## src/rtl/dsleep_pkg.sv

```systemverilog
package dsleep_pkg;

    localparam int ADDR_W   = 3;
    localparam int DATA_W   = 8;
    localparam int WAKE_N   = 5;
    localparam int CTX_N    = 4;

    localparam logic [ADDR_W-1:0] A_CTRL     = 3'd0;
    localparam logic [ADDR_W-1:0] A_STAT     = 3'd1;
    localparam int                CTX_BASE   = 2;

    localparam int B_ARM      = 0;
    localparam int B_KEEP     = 1;
    localparam int B_FLAG     = DATA_W - 1;

    typedef enum logic [1:0] {
        PS_RUN  = 2'd0,
        PS_LITE = 2'd1,
        PS_DEEP = 2'd2,
        PS_DRET = 2'd3
    } pstate_e;

    typedef struct packed {
        logic enter_deep;
        logic exit_plain;
        logic exit_ret;
    } fsm_evt_t;

    function automatic logic is_ctx(input logic [ADDR_W-1:0] a);
        return (int'(a) >= CTX_BASE) && (int'(a) < CTX_BASE + CTX_N);
    endfunction

endpackage

```

## src/rtl/dsleep_arm.sv

```systemverilog
module dsleep_arm
    import dsleep_pkg::*;
#(
    parameter int ARM_WRITES = 2
) (
    input  logic              clk,
    input  logic              rst,
    input  logic              in_run,
    input  logic              wr_en,
    input  logic [ADDR_W-1:0] wr_addr,
    input  logic [1:0]        wr_bits,
    input  logic              instr_step,
    input  logic              sleep_instr,
    output logic              armed,
    output logic              keep_ram,
    output logic              ret_pick
);
    localparam int CNT_W = $clog2(ARM_WRITES + 1);
    localparam logic [CNT_W-1:0] CNT_TOP = CNT_W'(ARM_WRITES);

    logic [CNT_W-1:0] cnt;
    logic             ctrl_wr;

    assign ctrl_wr = in_run && wr_en && (wr_addr == A_CTRL);
    assign armed   = (cnt == CNT_TOP);

    always_ff @(posedge clk) begin
        if (rst) begin
            cnt      <= '0;
            keep_ram <= 1'b0;
            ret_pick <= 1'b0;
        end else if (in_run) begin
            if (sleep_instr) begin
                cnt <= '0;
            end else if (ctrl_wr) begin
                keep_ram <= wr_bits[B_KEEP];
                if (wr_bits[B_ARM]) begin
                    if (cnt == '0)
                        ret_pick <= keep_ram;
                    if (cnt != CNT_TOP)
                        cnt <= cnt + 1'b1;
                end else begin
                    cnt <= '0;
                end
            end else if (wr_en || instr_step) begin
                cnt <= '0;
            end
        end else begin
            cnt <= '0;
        end
    end

endmodule

```

## src/rtl/dsleep_wake.sv

```systemverilog
module dsleep_wake
    import dsleep_pkg::*;
(
    input  logic              clk,
    input  logic              rst,
    input  fsm_evt_t          ev,
    input  logic [WAKE_N-1:0] wake_evt,
    input  logic              flag_clr,
    output logic [WAKE_N-1:0] wake_src,
    output logic              exit_flag
);
    always_ff @(posedge clk) begin
        if (rst) begin
            wake_src  <= '0;
            exit_flag <= 1'b0;
        end else begin
            if (ev.enter_deep)
                wake_src <= '0;
            else if (ev.exit_plain || ev.exit_ret)
                wake_src <= wake_evt;

            if (ev.exit_plain)
                exit_flag <= 1'b1;
            else if (flag_clr)
                exit_flag <= 1'b0;
        end
    end

endmodule

```

## src/rtl/dsleep_ctx.sv

```systemverilog
module dsleep_ctx
    import dsleep_pkg::*;
(
    input  logic              clk,
    input  logic              rst,
    input  logic              wr_en,
    input  logic [ADDR_W-1:0] wr_addr,
    input  logic [DATA_W-1:0] wr_data,
    output logic [DATA_W-1:0] ctx [CTX_N]
);
    for (genvar i = 0; i < CTX_N; i++) begin : g_ctx
        localparam logic [ADDR_W-1:0] MY_ADDR = ADDR_W'(CTX_BASE + i);
        always_ff @(posedge clk) begin
            if (rst)
                ctx[i] <= '0;
            else if (wr_en && wr_addr == MY_ADDR)
                ctx[i] <= wr_data;
        end
    end

endmodule

```

## src/rtl/dsleep_fsm.sv

```systemverilog
module dsleep_fsm
    import dsleep_pkg::*;
(
    input  logic              clk,
    input  logic              rst,
    input  logic              sleep_instr,
    input  logic              armed,
    input  logic              ret_pick,
    input  logic              ret_cfg,
    input  logic [WAKE_N-1:0] wake_evt,
    input  logic              norm_wdt,
    output pstate_e           st,
    output fsm_evt_t          ev,
    output logic              por_req,
    output logic              resume,
    output logic              clk_default
);
    logic any_wake;
    assign any_wake = |wake_evt;

    always_comb begin
        ev            = '0;
        ev.enter_deep = (st == PS_RUN) && sleep_instr && armed;
        ev.exit_plain = (st == PS_DEEP) && any_wake;
        ev.exit_ret   = (st == PS_DRET) && any_wake;
    end

    always_ff @(posedge clk) begin
        if (rst) begin
            st          <= PS_RUN;
            por_req     <= 1'b0;
            resume      <= 1'b0;
            clk_default <= 1'b0;
        end else begin
            por_req     <= 1'b0;
            resume      <= 1'b0;
            clk_default <= 1'b0;
            unique case (st)
                PS_RUN: begin
                    if (sleep_instr) begin
                        if (!armed)
                            st <= PS_LITE;
                        else if (ret_pick && ret_cfg)
                            st <= PS_DRET;
                        else
                            st <= PS_DEEP;
                    end
                end
                PS_LITE: begin
                    if (any_wake || norm_wdt)
                        st <= PS_RUN;
                end
                PS_DEEP: begin
                    if (any_wake) begin
                        st          <= PS_RUN;
                        por_req     <= 1'b1;
                        clk_default <= 1'b1;
                    end
                end
                PS_DRET: begin
                    if (any_wake) begin
                        st     <= PS_RUN;
                        resume <= 1'b1;
                    end
                end
                default: st <= PS_RUN;
            endcase
        end
    end

endmodule

```

## src/rtl/dsleep_ctrl.sv

```systemverilog
module dsleep_ctrl
    import dsleep_pkg::*;
#(
    parameter int ARM_WRITES = 2
) (
    input  logic              clk,
    input  logic              rst,
    input  logic              wr_en,
    input  logic [ADDR_W-1:0] wr_addr,
    input  logic [DATA_W-1:0] wr_data,
    input  logic [ADDR_W-1:0] rd_addr,
    output logic [DATA_W-1:0] rd_data,
    input  logic              instr_step,
    input  logic              sleep_instr,
    input  logic              ret_cfg,
    input  logic [WAKE_N-1:0] wake_evt,
    input  logic              norm_wdt,
    output logic              core_pwr_en,
    output logic              ret_reg_en,
    output logic              lite_sleep,
    output logic              por_req,
    output logic              resume,
    output logic              clk_default
);
    pstate_e           st;
    fsm_evt_t          ev;
    logic              in_run;
    logic              armed;
    logic              keep_ram;
    logic              ret_pick;
    logic [WAKE_N-1:0] wake_src;
    logic              exit_flag;
    logic              flag_clr;
    logic              run_wr;
    logic [DATA_W-1:0] ctx [CTX_N];

    assign in_run   = (st == PS_RUN);
    assign run_wr   = in_run && wr_en;
    assign flag_clr = run_wr && (wr_addr == A_STAT) && wr_data[B_FLAG];

    dsleep_arm #(.ARM_WRITES(ARM_WRITES)) u_arm (
        .clk         (clk),
        .rst         (rst),
        .in_run      (in_run),
        .wr_en       (wr_en),
        .wr_addr     (wr_addr),
        .wr_bits     (wr_data[1:0]),
        .instr_step  (instr_step),
        .sleep_instr (sleep_instr),
        .armed       (armed),
        .keep_ram    (keep_ram),
        .ret_pick    (ret_pick)
    );

    dsleep_fsm u_fsm (
        .clk         (clk),
        .rst         (rst),
        .sleep_instr (sleep_instr),
        .armed       (armed),
        .ret_pick    (ret_pick),
        .ret_cfg     (ret_cfg),
        .wake_evt    (wake_evt),
        .norm_wdt    (norm_wdt),
        .st          (st),
        .ev          (ev),
        .por_req     (por_req),
        .resume      (resume),
        .clk_default (clk_default)
    );

    dsleep_wake u_wake (
        .clk       (clk),
        .rst       (rst),
        .ev        (ev),
        .wake_evt  (wake_evt),
        .flag_clr  (flag_clr),
        .wake_src  (wake_src),
        .exit_flag (exit_flag)
    );

    dsleep_ctx u_ctx (
        .clk     (clk),
        .rst     (rst),
        .wr_en   (run_wr),
        .wr_addr (wr_addr),
        .wr_data (wr_data),
        .ctx     (ctx)
    );

    assign core_pwr_en = (st == PS_RUN) || (st == PS_LITE);
    assign ret_reg_en  = (st == PS_DRET);
    assign lite_sleep  = (st == PS_LITE);

    always_comb begin
        rd_data = '0;
        if (rd_addr == A_CTRL) begin
            rd_data[B_ARM]  = armed;
            rd_data[B_KEEP] = keep_ram;
        end else if (rd_addr == A_STAT) begin
            rd_data[WAKE_N-1:0] = wake_src;
            rd_data[B_FLAG]     = exit_flag;
        end else if (is_ctx(rd_addr)) begin
            rd_data = ctx[int'(rd_addr) - CTX_BASE];
        end
    end

endmodule

```

## config.mk

```make
export PLATFORM = sky130hd
export DESIGN_NAME = dsleep_ctrl
export DESIGN_NICKNAME = d
export VERILOG_FILES = /design/src/rtl/dsleep_pkg.sv /design/src/rtl/dsleep_arm.sv /design/src/rtl/dsleep_wake.sv /design/src/rtl/dsleep_ctx.sv /design/src/rtl/dsleep_fsm.sv /design/src/rtl/dsleep_ctrl.sv
export SDC_FILE = /design/constraint.sdc
export NUM_CORES = 1
export LEC_CHECK = 0
export CORE_ASPECT_RATIO = 0.9
export CORE_MARGIN = 2
export CORE_UTILIZATION = 45
export CTS_BUF_LIST = sky130_fd_sc_hd__clkbuf_16
export CTS_CLUSTER_SIZE = 20
export DETAILED_ROUTE_END_ITERATION = 8
export DONT_BUFFER_PORTS = 1
export RECOVER_POWER = 50
export SETUP_SLACK_MARGIN = 0.5
export SLEW_MARGIN = 20
export SYNTH_ARGS = -nofsm -noshare
export SYNTH_HDL_FRONTEND = slang
export SYNTH_HIERARCHICAL = 1
export SYNTH_SLANG_ARGS = --single-unit
```

## constraint.sdc

```tcl
create_clock -name clk -period 4.31 [get_ports clk]
set_input_delay 0.862 -clock clk [delete_from_list [all_inputs] [get_ports clk]]
set_output_delay 0.862 -clock clk [all_outputs]
set_load 0.01 [all_outputs]
```

==> metrics.txt <==
synthesized net count=272; 1st-iter DRT viols=88; most used standard cell by instance count after synthesis=sky130_fd_sc_hd__nand2b_1; vias per inst=5.53; mean area per synthesized cell=9.87 um2; setup violators final=0; routed via count=1686; number of enable-type register cells in the synthesized netlist=0; final wirelength=4920 um; CTS tree=yes; number of core rows=25; minimum clock period after layout=2.59 ns; clock skew=0.00432 ns; highest clock rate=386 MHz; IO buf count=0; count of maximum capacitance violations=0; synthesis warning total=6; PnR worst setup slack=1.72 ns; count of pins on the block boundary=40; number of diodes added for antenna fixing=0; measured slew at the worst slew-check pin=0.719 ns; final cycle utilization of the critical path=0.601; number of H-tree branching levels=2; Worst Path Arrival=1.73 ns; unrepaired setup endpoints after global routing=false; number of antenna-violating nets in the routed design=0; peak supply drop=0.251 mV; cell count after synthesis=244; number of clock buffers inserted by TritonCTS=5; net count reported at finish=265; Critical Path Slowest Stage Cell=sky130_fd_sc_hd__mux4_2; count of distinct cell types in the synthesized netlist=42; clock tree buffer depth=2; critical path's largest stage delay=0.48 ns; routed wirelength normalized by instance count=16.1 um; synthesized flop and latch total=46; ordered list of cells on the worst path=inv_1 > ha_1 > mux4_2 > nand2b_1 > o21ai_1; Vert. Die Dim=73.4 um; cell types with the largest area share after synthesis=sky130_fd_sc_hd__dfxtp_1 38%, sky130_fd_sc_hd__mux2i_1 20%, sky130_fd_sc_hd__nand2b_1 12%; DRC violation count after routing=0; Chip Width=81.1 um; post-CTS sizing=0; effective utilization at floorplan=0.464; endpoint kind of the worst setup timing path=primary output; Tightest Hold Check Type=reg -> reg; largest driver fanout on the critical path=7; clock tree root driver cell=sky130_fd_sc_hd__clkbuf_16; detailed-routing iteration count for the pre-antenna-repair pass=4; fin. max-slew vios=0; dominant synthesized flop cell=sky130_fd_sc_hd__dfxtp_1; post-CTS setup buffer count=0; fraction of registers with async set/reset=0; setup slack of the worst register-to-register path=2.25 ns; antenna violations before repair=0; most frequent cells after synthesis=48 x sky130_fd_sc_hd__nand2b_1, 47 x sky130_fd_sc_hd__mux2i_1, 46 x sky130_fd_sc_hd__dfxtp_1; largest net degree at the start of global routing=51; critical path class=reg -> out; dpl ws=1.72 ns; relative slew slack=0.518; Synth area leader=sky130_fd_sc_hd__dfxtp_1; total congestion overflow after global routing=0; Std-Cell Core Area=5190 um2; area of the die=5950 um2; clock tree sinks=46; hold-fix buffer count after cts=0; Leak Pwr=1.05 nW; Hold Fails Final Rpt=0; Seq/Total Area, Yosys=0.382; number of global-route vias before repair=1630; post-detail-place hpwl=3320 um; global-route wire length before repair=7950 um; clock transition at the registers of the reported paths=0.06 ns; status=finished clean; gr usage total=0.177; Critical path buffers and inverters=1; area fraction of the dominant cell type after synthesis=0.382; area growth from synthesis to layout=6.70%; Post-Syn Area=2410 um2; Worst EP required=3.45 ns; areal power density over the cells=377 nW/um2; launching element type of the critical path=register; worst-skew pair later-pin latency=0.28 ns; gp weighted congestion=0.743; share of final-layout standard cells stronger than drive strength 1=0.0546; setup total negative slack=0 ns; critical path's top delay family=multiplexers
[worst paths after layout]
path	to	start	depth (start not counted)
worst max register to register	u_ctx/ctx[7]	u_fsm/st[0]	4
worst min register to register	u_wake/exit_flag	u_wake/exit_flag	2
worst max-delay path	rd_data[0]	u_arm/cnt[0]	5
worst min-delay path	u_wake/exit_flag	u_wake/exit_flag	2
[tightest hold or removal path, stage by stage, from the launching register on]
cell and delay [ns]:
sky130_fd_sc_hd__dfxtp_1 0.31, sky130_fd_sc_hd__nand2b_1 0.06, sky130_fd_sc_hd__a21oi_1 0.06
[layer usage]
metal	routed length [um]	global-route usage	vias up
met1	2480	0.252	791
li1	-	-	853
met3	272	0.0467	3
met4	29	0.0565	0
met2	2140	0.260	39
met5	0	0	-
[cell families (layout without fill, tap and decap cells)]
family / Yosys count / after routing / share of synthesized area
fa+ha+maj: 2 / 2 / 0.0104
simple gates: 88 / 88 / 0.240
compound gates: 38 / 38 / 0.100
mux: 49 / 49 / 0.216
buf+inv: 21 / 15 / 0.0514
flops: 46 / 46 / 0.382
[layout make-up]
type | count | area (um2)
multi-input combinational | 177 | 1350
tap | 67 | 83.8
clock buffer | 5 | 125
clock inverter | 3 | 63.8
inverter | 7 | 26.3
fill | 507 | 2620
sequential | 46 | 921
[power by group]
part           internal, W  switching, W
registers         0.000432    0.00000390
logic            0.0000261     0.0000221
clock network     0.000330      0.000156
[stage by stage]
stage	power (W)	hold slack (ns)	util	instance area [um2]	cells
5_1_grt	0.00101	0.497	0.495	2570	305
4_1_cts	0.000982	0.475	0.498	2580	305
3_3_place_gp	0.000494	0.459	0.461	2390	297
6_report	0.000970	0.471	0.495	2570	305
3_5_place_dp	0.000494	0.465	0.461	2390	297
2_1_floorplan	0.000496	0.443	-	2410	244
[cells in the final DEF, fill, tap and decap left out, types with 4 or more instances in the layout]
master | Yosys | layout
sky130_fd_sc_hd__nor2_1 | 6 | 6
sky130_fd_sc_hd__mux2i_1 | 47 | 47
sky130_fd_sc_hd__or3b_1 | 5 | 5
sky130_fd_sc_hd__nand2b_1 | 48 | 48
sky130_fd_sc_hd__a21oi_1 | 12 | 12
sky130_fd_sc_hd__o21ai_0 | 12 | 12
sky130_fd_sc_hd__inv_1 | 7 | 7
sky130_fd_sc_hd__clkbuf_16 | 0 | 5
sky130_fd_sc_hd__dfxtp_1 | 46 | 46
sky130_fd_sc_hd__a211o_1 | 4 | 4
sky130_fd_sc_hd__nand2_1 | 5 | 5
[state kept, by name, indices dropped and copies added (netlist names)]
register	count
u_wake/exit_flag	1
u_arm/cnt	2
u_fsm/clk_default	1
u_fsm/resume	1
u_ctx/ctx	32
u_fsm/st	2
u_wake/wake_src	5
u_arm/keep_ram	1
u_arm/ret_pick	1
No activity file was read; power rests on OpenSTA's default activity.
